<file path="src/rtl/rsmp_pkg.sv">
package rsmp_pkg;

  typedef enum logic [1:0] {
    ST_STEP = 2'd0,
    ST_MAC  = 2'd1,
    ST_OUT  = 2'd2
  } rs_state_e;

  // Symmetric triangular prototype of length len, peak len/2 * scale.
  function automatic int proto_coef(input int n, input int len, input int scale);
    if (n < len / 2) return (n + 1) * scale;
    else             return (len - n) * scale;
  endfunction

endpackage

</file>
<file path="src/rtl/rs_phase_ctrl.sv">
module rs_phase_ctrl
  import rsmp_pkg::*;
#(
  parameter int L    = 5,
  parameter int M    = 2,
  parameter int TAPS = 4,
  localparam int PW  = $clog2(L + M),
  localparam int KW  = (TAPS > 1) ? $clog2(TAPS) : 1
) (
  input  logic          clk,
  input  logic          rst_n,
  input  logic          in_valid,
  output logic          in_ready,
  output logic          take,
  input  logic          out_ready,
  output logic          out_valid,
  output logic          mac_en,
  output logic          mac_first,
  output logic [PW-1:0] phase,
  output logic [KW-1:0] tap
);

  rs_state_e     state_q;
  logic [PW-1:0] phase_q;
  logic [KW-1:0] tap_q;
  logic          wrap_due;

  assign wrap_due  = phase_q >= PW'(L);
  assign in_ready  = (state_q == ST_STEP) && wrap_due;
  assign take      = in_ready && in_valid;
  assign out_valid = (state_q == ST_OUT);
  assign mac_en    = (state_q == ST_MAC);
  assign mac_first = (tap_q == '0);
  assign phase     = phase_q;
  assign tap       = tap_q;

  always_ff @(posedge clk) begin
    if (!rst_n) begin
      state_q <= ST_STEP;
      phase_q <= PW'(L);
      tap_q   <= '0;
    end else begin
      unique case (state_q)
        ST_STEP: begin
          if (wrap_due) begin
            if (in_valid) phase_q <= phase_q - PW'(L);
          end else begin
            state_q <= ST_MAC;
            tap_q   <= '0;
          end
        end
        ST_MAC: begin
          if (tap_q == KW'(TAPS - 1)) state_q <= ST_OUT;
          else                        tap_q   <= tap_q + 1'b1;
        end
        ST_OUT: begin
          if (out_ready) begin
            phase_q <= phase_q + PW'(M);
            state_q <= ST_STEP;
          end
        end
        default: state_q <= ST_STEP;
      endcase
    end
  end

endmodule

</file>
<file path="src/rtl/rs_history.sv">
module rs_history #(
  parameter int DW   = 16,
  parameter int TAPS = 4
) (
  input  logic                 clk,
  input  logic                 rst_n,
  input  logic                 shift,
  input  logic signed [DW-1:0] din,
  output logic signed [DW-1:0] hist [TAPS]
);

  logic signed [DW-1:0] line_q [TAPS];

  always_ff @(posedge clk) begin
    if (!rst_n) begin
      for (int i = 0; i < TAPS; i++) line_q[i] <= '0;
    end else if (shift) begin
      line_q[0] <= din;
      for (int i = 1; i < TAPS; i++) line_q[i] <= line_q[i-1];
    end
  end

  assign hist = line_q;

endmodule

</file>
<file path="src/rtl/rs_mac.sv">
module rs_mac
  import rsmp_pkg::*;
#(
  parameter int L      = 5,
  parameter int TAPS   = 4,
  parameter int DW     = 16,
  parameter int CW     = 16,
  parameter int FRAC   = 12,
  parameter int CSCALE = 1024,
  parameter int PW     = 3,
  parameter int KW     = 2,
  localparam int NCOEF = L * TAPS,
  localparam int CIW   = $clog2(NCOEF),
  localparam int AW    = DW + CW + $clog2(TAPS + 1) + 1
) (
  input  logic                 clk,
  input  logic                 rst_n,
  input  logic                 mac_en,
  input  logic                 mac_first,
  input  logic [PW-1:0]        phase,
  input  logic [KW-1:0]        tap,
  input  logic signed [DW-1:0] hist [TAPS],
  output logic signed [DW-1:0] result
);

  localparam logic signed [AW-1:0] HALF   = AW'(1) <<< (FRAC - 1);
  localparam logic signed [AW-1:0] SAT_HI = (AW'(1) <<< (DW - 1)) - AW'(1);
  localparam logic signed [AW-1:0] SAT_LO = -(AW'(1) <<< (DW - 1));

  logic signed [CW-1:0]    crom [NCOEF];
  logic [CIW-1:0]          cidx;
  logic signed [DW-1:0]    sample;
  logic signed [CW-1:0]    coef;
  logic signed [DW+CW-1:0] prod;
  logic signed [AW-1:0]    acc_q, acc_base, rnd, shf;

  for (genvar g = 0; g < NCOEF; g++) begin : g_rom
    assign crom[g] = CW'(proto_coef(g, NCOEF, CSCALE));
  end

  assign cidx     = CIW'(phase) + CIW'(32'(tap) * L);
  assign sample   = hist[tap];
  assign coef     = crom[cidx];
  assign prod     = sample * coef;
  assign acc_base = mac_first ? AW'(0) : acc_q;

  always_ff @(posedge clk) begin
    if (!rst_n)      acc_q <= '0;
    else if (mac_en) acc_q <= acc_base + AW'(prod);
  end

  always_comb begin
    rnd = acc_q + HALF;
    shf = rnd >>> FRAC;
    if (shf > SAT_HI)      result = SAT_HI[DW-1:0];
    else if (shf < SAT_LO) result = SAT_LO[DW-1:0];
    else                   result = shf[DW-1:0];
  end

endmodule

</file>
<file path="src/rtl/ratio_resampler.sv">
module ratio_resampler
  import rsmp_pkg::*;
#(
  parameter int L      = 5,
  parameter int M      = 2,
  parameter int TAPS   = 4,
  parameter int DW     = 16,
  parameter int CW     = 16,
  parameter int FRAC   = 12,
  parameter int CSCALE = 1024
) (
  input  logic                 clk,
  input  logic                 rst_n,
  input  logic                 in_valid,
  output logic                 in_ready,
  input  logic signed [DW-1:0] in_data,
  output logic                 out_valid,
  input  logic                 out_ready,
  output logic signed [DW-1:0] out_data
);

  localparam int PW = $clog2(L + M);
  localparam int KW = (TAPS > 1) ? $clog2(TAPS) : 1;

  logic                 take, mac_en, mac_first;
  logic [PW-1:0]        phase_w;
  logic [KW-1:0]        tap_w;
  logic signed [DW-1:0] hist_w [TAPS];

  rs_phase_ctrl #(.L(L), .M(M), .TAPS(TAPS)) ctrl_i (
    .clk       (clk),
    .rst_n     (rst_n),
    .in_valid  (in_valid),
    .in_ready  (in_ready),
    .take      (take),
    .out_ready (out_ready),
    .out_valid (out_valid),
    .mac_en    (mac_en),
    .mac_first (mac_first),
    .phase     (phase_w),
    .tap       (tap_w)
  );

  rs_history #(.DW(DW), .TAPS(TAPS)) hist_i (
    .clk   (clk),
    .rst_n (rst_n),
    .shift (take),
    .din   (in_data),
    .hist  (hist_w)
  );

  rs_mac #(
    .L(L), .TAPS(TAPS), .DW(DW), .CW(CW), .FRAC(FRAC),
    .CSCALE(CSCALE), .PW(PW), .KW(KW)
  ) mac_i (
    .clk       (clk),
    .rst_n     (rst_n),
    .mac_en    (mac_en),
    .mac_first (mac_first),
    .phase     (phase_w),
    .tap       (tap_w),
    .hist      (hist_w),
    .result    (out_data)
  );

endmodule

</file>
<file path="config.mk">
export PLATFORM = sky130hd
export DESIGN_NAME = ratio_resampler
export DESIGN_NICKNAME = d
export VERILOG_FILES = /design/src/rtl/rsmp_pkg.sv /design/src/rtl/rs_phase_ctrl.sv /design/src/rtl/rs_history.sv /design/src/rtl/rs_mac.sv /design/src/rtl/ratio_resampler.sv
export SDC_FILE = /design/constraint.sdc
export NUM_CORES = 1
export LEC_CHECK = 0
export ABC_AREA = 1
export CAP_MARGIN = 20
export CORE_MARGIN = 10
export CORE_UTILIZATION = 50
export CTS_BUF_LIST = sky130_fd_sc_hd__clkbuf_16
export DETAILED_ROUTE_END_ITERATION = 6
export PLACE_DENSITY = 0.7
export SLEW_MARGIN = 25
export SYNTH_ARGS = -nofsm -noshare
export SYNTH_HDL_FRONTEND = slang
export SYNTH_SLANG_ARGS = --single-unit
export TNS_END_PERCENT = 50
</file>
<file path="constraint.sdc">
create_clock -name clk -period 6.75 [get_ports clk]
set_input_delay 1.35 -clock clk [delete_from_list [all_inputs] [get_ports clk]]
set_output_delay 1.35 -clock clk [all_outputs]
set_load 0.02 [all_outputs]
</file>
## Yosys cells after proc, flatten, opt, wreduce, memory -nomap -nowiden

Memories as Yosys holds them, arrays and structs flattened.
Index checks and enable logic that the tools add are counted.

- Flip-flop bits (word level): 107
- Memory bits (read-only): 512
- Bits of input ports: 20
- Logic and storage cells: 61
- Memories: 1

- Add/sub/neg operators: 6
- Multipliers: 2
- Magnitude comparators: 5
- Equal/unequal tests: 9
- Multiplexer cells: 19
- Bitwise logic cells: 2
- Reductions and logical operators: 9

Memories:

| name | words | width | rd ports | clocked after memory_dff | write ports | RTL line | source |
|---|---|---|---|---|---|---|---|
| (no name shown) | 32 | 16 | 1 | 0 | 0 | rs_mac.sv:43 | `assign coef = crom[cidx];` |

Operator list:

| cell | count |
|---|---|
| $mux W16 | 6 |
| $add A36 B13 Y36 const B | 1 |
| $add A36 B32 Y36 | 1 |
| $mux W36 | 1 |
| $bmux W16 S2 | 1 |
| $mul A16 B16 Y32 | 1 |
| $gt A24 B16 Y1 const B | 1 |
| $lt A24 B16 Y1 const B | 1 |
| $mux W2 | 5 |
| $mux W3 | 3 |
| $ne A2 B2 Y1 const B | 4 |
| $ge A3 B3 Y1 const B | 2 |
| $ge A6 B6 Y1 const B | 1 |
| $not A5 Y6 | 1 |
| $pmux W2 S3 | 1 |
| $pmux W3 S2 | 1 |
| $reduce_and A3 Y1 | 2 |
| $add A3 B5 Y5 | 1 |
| $mul A2 B3 Y5 const B | 1 |
| $eq A2 B2 Y1 const B | 2 |
| $logic_not A2 Y1 | 2 |
| $ne A2 B1 Y1 const B | 2 |
| $pmux W2 S2 | 1 |
| $reduce_and A4 Y1 | 1 |
| 7 further kinds | 9 |

## Longest topological paths before layout

Gate-level depths: netlist of the first run.

- Word-level depth: 8
- Gate-level depth with buffers: 33
- Mapped depth without buffers: 33

## Cells and area by module

From an unflattened synthesis of the first run, not the netlist that was laid out.

- Cells, all modules: 1,438
- Area total of the unflattened synthesis: 9,547.9 sq um

Modules (own cells, without submodules):

| module | instances | cells an instance | area an instance (sq um) | seq. area each (sq um) |
|---|---|---|---|---|
| rs_mac | 1 | 955 | 6,376.1 | 520.5 |
| rs_history | 1 | 405 | 2,670.1 | 1,281.2 |
| rs_phase_ctrl | 1 | 78 | 501.7 | 140.1 |

## Worst setup path before layout of the first run

No wires, ideal clock.

- Path type: reg2reg
- Start point: reg ctrl_i.tap_q[1], in the netlist ctrl_i.tap[1]
- End point: reg mac_i.acc_q[29]
- Arrival time: 6.141 ns
- Setup slack: 0.493 ns
- Stages on the path, launching flop included: 31
- Path buffers: 1
- Period minus slack after synthesis: 6.257 ns
- Path through: dfxtp_1 > ha_1 > ha_1 > fa_1 > or2_2 > nand2_1 > inv_1 > o21ai_0 > a21oi_1 > a31oi_1 > buf_2 > nor2_1 > fa_1 > inv_1 > ha_1 > inv_1 > fa_1 > inv_1 > ha_1 > fa_1 > ha_1 > ha_1 > nand2_1 > nor2_1 > inv_1 > nor2_1 > nand4_1 > nand4_1 > nand3_1 > o211ai_1 > inv_1

- Cells in the longest elaborated chain, start to end: 8

Ends and longest elaborated chain:

| item | RTL line | source |
|---|---|---|
| from (decl) | rs_phase_ctrl.sv:25 | `logic [KW-1:0] tap_q;` |
| from (signal assigned) | rs_phase_ctrl.sv:54 | `else tap_q <= tap_q + 1'b1;` |
| $mul A2 B3 Y5 | rs_mac.sv:41 | `assign cidx = CIW'(phase) + CIW'(32'(tap) * L);` |
| $add A3 B5 Y5 | rs_mac.sv:41 |  |
| $not A5 Y6 (implied by the code) | rs_mac.sv:43 |  |
| $mem_v2 Z32 W16 | -- |  |
| $mux W16 (implied by the code) (2 in series) | rs_mac.sv:43 |  |
| $mul A16 B16 Y32 | rs_mac.sv:44 | `assign prod = sample * coef;` |
| $add A36 B32 Y36 * | rs_mac.sv:49 | `else if (mac_en) acc_q <= acc_base + AW'(prod);` |
| to (signal assigned) | rs_mac.sv:49 |  |
| to (decl) | rs_mac.sv:35 | `logic signed [AW-1:0] acc_q, acc_base, rnd, shf;` |

Every way passes the cells marked *; elsewhere a longest branch is shown, timed or not. The select of a mux whose other input is x is not followed.
A chain may end at the register's enable or synchronous reset.

## Final worst setup path of the first run

- Start point: reg ctrl_i.phase_q[1], in the netlist ctrl_i.phase[1]
- End point: reg mac_i.acc_q[28]

- Cells in the longest elaborated chain, start to end: 7

Ends and longest elaborated chain:

| item | RTL line | source |
|---|---|---|
| from (decl) | rs_phase_ctrl.sv:24 | `logic [PW-1:0] phase_q;` |
| from (signal assigned) | rs_phase_ctrl.sv:40 | `phase_q <= PW'(L);` |
| from (signal assigned) | rs_phase_ctrl.sv:46 | `if (in_valid) phase_q <= phase_q - PW'(L);` |
| from (signal assigned) | rs_phase_ctrl.sv:58 | `phase_q <= phase_q + PW'(M);` |
| $add A3 B5 Y5 | rs_mac.sv:41 |  |
| $not A5 Y6 (implied by the code) | rs_mac.sv:43 |  |
| $mem_v2 Z32 W16 | -- |  |
| $mux W16 (implied by the code) (2 in series) | rs_mac.sv:43 |  |
| $mul A16 B16 Y32 | rs_mac.sv:44 |  |
| $add A36 B32 Y36 | rs_mac.sv:49 |  |

Every way passes these cells. The select of a mux whose other input is x is not followed.

==> summary.md, run 1 <==
| Metric | Value |
|---|---|
| Synth Register Bits | 97 |
| Final WS setup | 394 ps |
| DIE AREA | 0.0235 mm² |
| Post-synthesis sequential area ratio | 21.9% |
| Yosys cell types | 38 |
| Port buffer count | 37 |
| Routed Antenna Nets | 0 |
| Final WL | 20900 µm |
| WP data arrival | 6620 ps |
| Total global routing overflow | 0 |
| H-Tree Depth | 3 |
| CTS tree | yes |
| Syn nets | 1428 |
| CTS Buffer Depth | 2 |
| Vias in the first global route | 7590 |
| Via density | 5.33 |
| Hold EP | mac_i.acc_q[10] |
| DP HPWL | 16000 µm |
| Tightest Pin Transition | 813 ps |
| Worst Hold Class | flop to flop |
| Initial core utilization | 51.1% |
| Worst-path clk slew | 80 ps |
| Crit Path Max Fanout | 15 |
| Tot GR Track Use | 17.9% |
| Kind of critical path | flop to flop |
| Core Footprint | 0.0174 mm² |
| Fmax | 157 MHz |
| CP Data Required Time | 7020 ps |
| Status | finished, final reports clean |
| FILL cells | 1721 |
| Worst setup SP type | flop |
| Average size of a mapped cell | 7.11 µm² |
| Finish-stage setup viols | 0 |
| Row count | 48 |
| DRC Markers | 0 |
| First-pass GRT wire length | 36100 µm |
| Mapped Cells | 1247 |
| Number of failing hold endpoints at the final stage | 0 |
| Worst-Skew Late Latency | 360 ps |
| Root Buffer Master | clkbuf_16 |
| Reg-to-reg slack, setup | 390 ps |
| Top cells by count, synth | nand2_1 (195), inv_1 (182), nor2_1 (157), a21oi_1 (156), ha_1 (111) |
| Post-layout nets | 1438 |
| Worst Hold Depth | 2 |
| CP Capture Type | flop |
| Ys flop type | dfxtp_1 |
| Total number of vias | 7925 |
| DR iter-0 viols | 621 |
| Detailed Routing Iterations Pass 1 | 5 |
| Die Wd | 153 µm |
| Layout area overhead | 10.8% |
| Hold wc startpoint | mac_i.acc_q[10] |
| Post-synthesis instance area | 0.00886 mm² |
| Synth top area share | 21.9% |
| Yosys warns | 0 |
| Top post-synthesis cells by area | dfxtp_1 (22%), ha_1 (16%), fa_1 (11%) |
| Max-cap viol count | 0 |
| EDFF count, synth | 0 |
| DP Worst Slack | 188 ps |
| Largest net degree at the start of global routing | 96 |
| RD Place Congestion | 0.934 |
| RR Startpoint | ctrl_i.phase[1] |
| Slowest stage cell, crit path | fa_1 |
| Worst path max stage delay | 530 ps |
| Slew margin rel. | 45.5% |
| Clock skew | 9.19 ps |
| TritonCTS Sinks | 97 |
| Antenna violations before repair | 0 |
| Number of buffers created by CTS | 9 |
| WL/cell | 14.1 µm |
| Most common cell in the netlist | nand2_1 |
| Die H | 153 µm |
| Number of placed I/O pins | 38 |
| Time the worst path needs with I/O delays and setup | 6360 ps |
| Asr flop ratio synth | 0% |
| Final Max Slew Viols | 0 |
| ANT cells | 0 |
| Largest area contributor in the netlist | dfxtp_1 |
| Worst r2r dst | mac_i.acc_q[28] |
| Cts hold-fix bufs | 0 |
| Register-to-Register Path Depth | 31 |
| Tcrit/Tclk final | 94.2% |
| Layout cells sized above 1 | 6.42% |
==> cell families (layout without fill, tap and decap cells) <==
kind of cell / Yosys count / in the layout / share of synthesized area, %
AOI/OAI and AO/OA: 293 / 293 / 17.4
xor gates and xnor gates: 31 / 31 / 3.23
adders and majority gates: 161 / 161 / 27.0
buffers and inverters: 236 / 251 / 10.2
DFF: 97 / 97 / 21.9
and+or+nand+nor: 429 / 429 / 20.2
==> sequential cells by signal (all words and copies together) (netlist names) <==
register and count:
ctrl_i.tap 2, mac_i.acc_q 26, ctrl_i.phase 3, ctrl_i.state_q 2
hist_i.hist 64
==> worst max-delay path, delay by kind of cell, from the launching register on <==
family	cells	cell delay, ps
buf+inv	5	380
flops	1	370
simple gates	13	1460
fa+ha+maj	10	3610
compound gates	3	450
==> repair_timing <==
item                       4_1_cts  5_1_grt
setup buffers                    0        0
setup endpoints to repair        0       17
resized for setup                0       27
==> placed cells by master (no fill, tap or decap), drive strengths merged <==
cell,netlist,layout
nand2,203,203
inv,186,188
nor2,166,166
a21oi,156,156
ha,111,111
o21ai,104,104
dfxtp,97,97
fa,50,50
nand3,41,41
clkdlybuf4s50,0,36
xor2,28,28
a22oi,15,15
nand4,13,13
buf,5,10
clkbuf,42,9
clkinv,3,7
o22ai,3,3
xnor2,3,3
a211oi,3,3
a31oi,3,3
nor3,3,3
or2,2,2
o211ai,2,2
o21bai,2,2
a31o,2,2
nor2b,1,1
a21o,1,1
o21a,1,1
o31ai,1,1
clkinvlp,0,1
==> how the worst max path moves through the flow <==
stage                    startpoint              end  slack, ps  cells after the start
finish              ctrl_i.phase[1]  mac_i.acc_q[28]        390                     31
global route        ctrl_i.phase[1]  mac_i.acc_q[28]        -50                     31
CTS                 ctrl_i.phase[1]  mac_i.acc_q[25]        170                     29
detailed placement  ctrl_i.phase[1]  mac_i.acc_q[25]        190                     29
global placement    ctrl_i.phase[1]  mac_i.acc_q[25]        290                     27
floorplan             ctrl_i.tap[1]  mac_i.acc_q[29]        490                     30
==> metrics by stage <==
step / cells / setup TNS (ps) / area [µm²] / util, % / hold slack, ps
finish: 1487 / 0 / 9820 / 56.6 / 459
global route: 1487 / -217 / 9820 / 56.6 / 490
CTS: 1487 / 0 / 9700 / 55.9 / 464
detailed placement: 1471 / 0 / 9410 / 54.2 / 451
global placement: 1471 / 0 / 9410 / 54.2 / 445
floorplan: 1247 / 0 / 8860 / - / 430
==> area by class of cell <==
type / instances / area [µm²] / share of cell area, %
well taps: 225 / 282 / 2.87
multi-input cells: 914 / 6140 / 62.5
flip-flops and latches: 97 / 1940 / 19.8
clock buffers: 9 / 225 / 2.29
clock inverters: 7 / 66.3 / 0.675
repair buffers: 46 / 458 / 4.66
inverters: 189 / 709 / 7.22
==> metal layers <==
layer	vias to the layer above	GRT usage [%]	routed length (µm)
li1	4058	-	-
met1	3668	24.1	9890
met2	181	29.6	9750
met3	18	2.55	937
met4	0	4.50	325
met5	-	0	0
Power of run 1 is not shown: default switching activity piles up to over one toggle a cycle in this logic, so the estimate is an artifact.
==> run 2, diff against run 1 <==
Settings changed: CTS_CLUSTER_DIAMETER from default to 120.
==> results of run 2 <==
Same layout as run 1: the final DEF is identical, and so are final timing and power.
Power of run 2 is left out for the same reason.
==> run 3, diff against run 2 <==
Settings changed: PLACE_DENSITY 0.7 to 0.68.
Clock period 6.75 ns to 7.8 ns, I/O delays scaled along.
==> summary.md, run 3 (synthesized netlist as in run 1, its figures left out) <==
| Metric | Value |
|---|---|
| Status | finished, final reports clean |
| Fin Setup TNS | 0 ps (unchanged) |
| Routed Antenna Nets | 0 (unchanged) |
| Tcrit/Tclk final | 87.5% (-6.6 points) |
| Core Footprint | 0.0174 mm² (unchanged) |
| Row count | 48 (unchanged) |
| FILL cells | 1680 (-2.4%) |
| H-Tree Depth | 3 (unchanged) |
| Root Buffer Master | clkbuf_16 |
| Most frequent cells in the layout | nand2_1 (195), inv_1 (182), a21oi_1 (156), nor2_1 (156), ha_1 (110) |
| Final Max Slew Viols | 0 (unchanged) |
| Post-CTS sizing | 0 (unchanged) |
| Die Wd | 153 µm (unchanged) |
| Worst Hold Depth | 2 (unchanged) |
| CTS Buffer Depth | 2 (unchanged) |
| WL/cell | 14.1 µm (+0.36%) |
| DP HPWL | 16100 µm (+0.84%) |
| Worst r2r dst | mac_i.acc_q[29] |
| CP Data Required Time | 8070 ps (+1050 ps) |
| Number of placed I/O pins | 38 (unchanged) |
| Crit Path Max Fanout | 17 (+2) |
| WP data arrival | 7090 ps (+470 ps) |
| DIE AREA | 0.0235 mm² (unchanged) |
| Worst path max stage delay | 570 ps (+40 ps) |
| DRC Markers | 0 (unchanged) |
| CP delay by family, top | adder cells |
| Final WL | 21000 µm (+0.29%) |
| Reg-to-reg slack, setup | 970 ps (+580 ps) |
| Slew margin rel. | 45.0% (-0.48 points) |
| TritonCTS Sinks | 97 (unchanged) |
| Max FFs per register | 64 (unchanged) |
| CP Capture Type | flop |
| Fmax | 146 MHz (-6.9%) |
| First-pass GRT wire length | 36300 µm (+0.63%) |
| Most common cell after layout, fill and taps aside | nand2_1 |
| RD Place Congestion | 0.928 (-0.58%) |
| DR iter-0 viols | 615 (-0.97%) |
| Cts hold-fix bufs | 0 (unchanged) |
| Tot GR Track Use | 18.1% (+0.15 points) |
| WP buf/inv | 7 (+2) |
| Number of buffers created by CTS | 9 (unchanged) |
| DP Worst Slack | 1030 ps (+843 ps) |
| Initial core utilization | 51.1% (unchanged) |
| Worst setup SP type | flop |
| Final core utilization | 55.8% (-0.80 points) |
| Tightest Pin Transition | 820 ps (+7.12 ps) |
| Die H | 153 µm (unchanged) |
| RR Startpoint | ctrl_i.tap[1] |
| Post-layout nets | 1437 (-0.070%) |
| Worst-path clk slew | 80 ps (about the same) |
| Finish-stage setup viols | 0 (unchanged) |
| Layout area overhead | 9.22% |
| CTS tree | yes |
| RSZ-0062 raised after global routing | no |
| Slowest stage cell, crit path | fa_1 |
| Setup bufs post-CTS | 0 (unchanged) |
| Worst Hold Class | flop to flop |
| Total number of vias | 7895 (-0.38%) |
| Most frequent CP cell | ha_1 |
| Final WS setup | 973 ps (+578 ps) |
| Vias in the first global route | 7536 (-0.71%) |
| Layout cells sized above 1 | 4.52% (-1.9 points) |
| Hold EP | mac_i.acc_q[10] |
| Clock skew | 14.4 ps (+5.17 ps) |
| Hold wc startpoint | mac_i.acc_q[10] |
| Number of failing hold endpoints at the final stage | 0 (unchanged) |
| Register-to-Register Path Depth | 28 (-9.7%) |
| Worst-Skew Late Latency | 370 ps (about the same) |
| Via density | 5.31 (-0.31%) |
| Max-cap viol count | 0 (unchanged) |
| Largest net degree at the start of global routing | 96 (unchanged) |
| Kind of critical path | flop to flop |
| ANT cells | 0 (unchanged) |
| Port buffer count | 37 (unchanged) |
| Detailed Routing Iterations Pass 1 | 5 (unchanged) |
| Antenna violations before repair | 0 (unchanged) |
| Total global routing overflow | 0 (unchanged) |
| Time the worst path needs with I/O delays and setup | 6830 ps (+472 ps) |
[run 3: changes by cell type in the layout (fill, tap and decap cells not counted), moves of 2 or more]
cell / previous run / this run
a21oi_1: 148 / 156
a21oi_2: 7 / 0
buf_12: 2 / 0
ha_1: 105 / 110
ha_2: 3 / 1
ha_4: 3 / 0
nand2_1: 191 / 195
nand2_2: 11 / 7
nor2_1: 151 / 156
nor2_2: 8 / 4
[run 3: metrics by stage]
| step | instance area (µm²) | cells | hold slack (ps) |
|---|---|---|---|
| after detailed placement | 9380 | 1470 | 455 |
| final | 9680 | 1486 | 462 |
| after global placement | 9380 | 1470 | 446 |
| after CTS | 9680 | 1486 | 466 |
| after global routing | 9680 | 1486 | 488 |
| after floorplan | 8860 | 1247 | 430 |
[run 3: worst reg2reg max path: cells and delay by family, from the launching register on]
| family | cells | cell delay [ps] |
|---|---|---|
| buffers and inverters | 7 | 910 |
| flip-flops | 1 | 320 |
| adder cells (fa/ha/maj) | 10 | 3780 |
| AND/OR/NAND/NOR | 7 | 1070 |
| AO/OA/AOI/OAI | 4 | 650 |
[run 3: layout make-up]
class                      instances  area (µm²)  area share [%]
clock buffer                       9         225            2.33
clock inverter                     7        73.8           0.763
inverter                         189         709            7.33
multi-input combinational        914        6020            62.2
sequential                        97        1940            20.1
tap                              225         282            2.91
timing repair buffer              45         425            4.39
[run 3: per-layer routing]
| layer | global-route usage [%] | wire length [µm] | vias up | share of wire (%) |
|---|---|---|---|---|
| met2 | 28.6 | 9320 | 136 | 44 |
| met1 | 25.4 | 10500 | 3697 | 50 |
| met5 | 0 | 0 | - | 0 |
| li1 | - | - | 4044 | - |
| met4 | 3.81 | 268 | 0 | 1.3 |
| met3 | 2.89 | 860 | 18 | 4.1 |
[run 3: worst max-delay path by stage]
| stage | from | endpoint | slack [ps] | cells after the start |
|---|---|---|---|---|
| 5_1_grt | ctrl_i.tap[1] | mac_i.acc_q[29] | 500 | 28 |
| 6_report | ctrl_i.tap[1] | mac_i.acc_q[29] | 970 | 28 |
| 3_5_place_dp | ctrl_i.tap[1] | mac_i.acc_q[29] | 1030 | 28 |
| 4_1_cts | ctrl_i.tap[1] | mac_i.acc_q[29] | 1010 | 28 |
| 3_3_place_gp | ctrl_i.phase[1] | mac_i.acc_q[29] | 1230 | 28 |
| 2_1_floorplan | ctrl_i.tap[1] | mac_i.acc_q[29] | 1540 | 30 |
Power of run 3 is left out for the same reason.
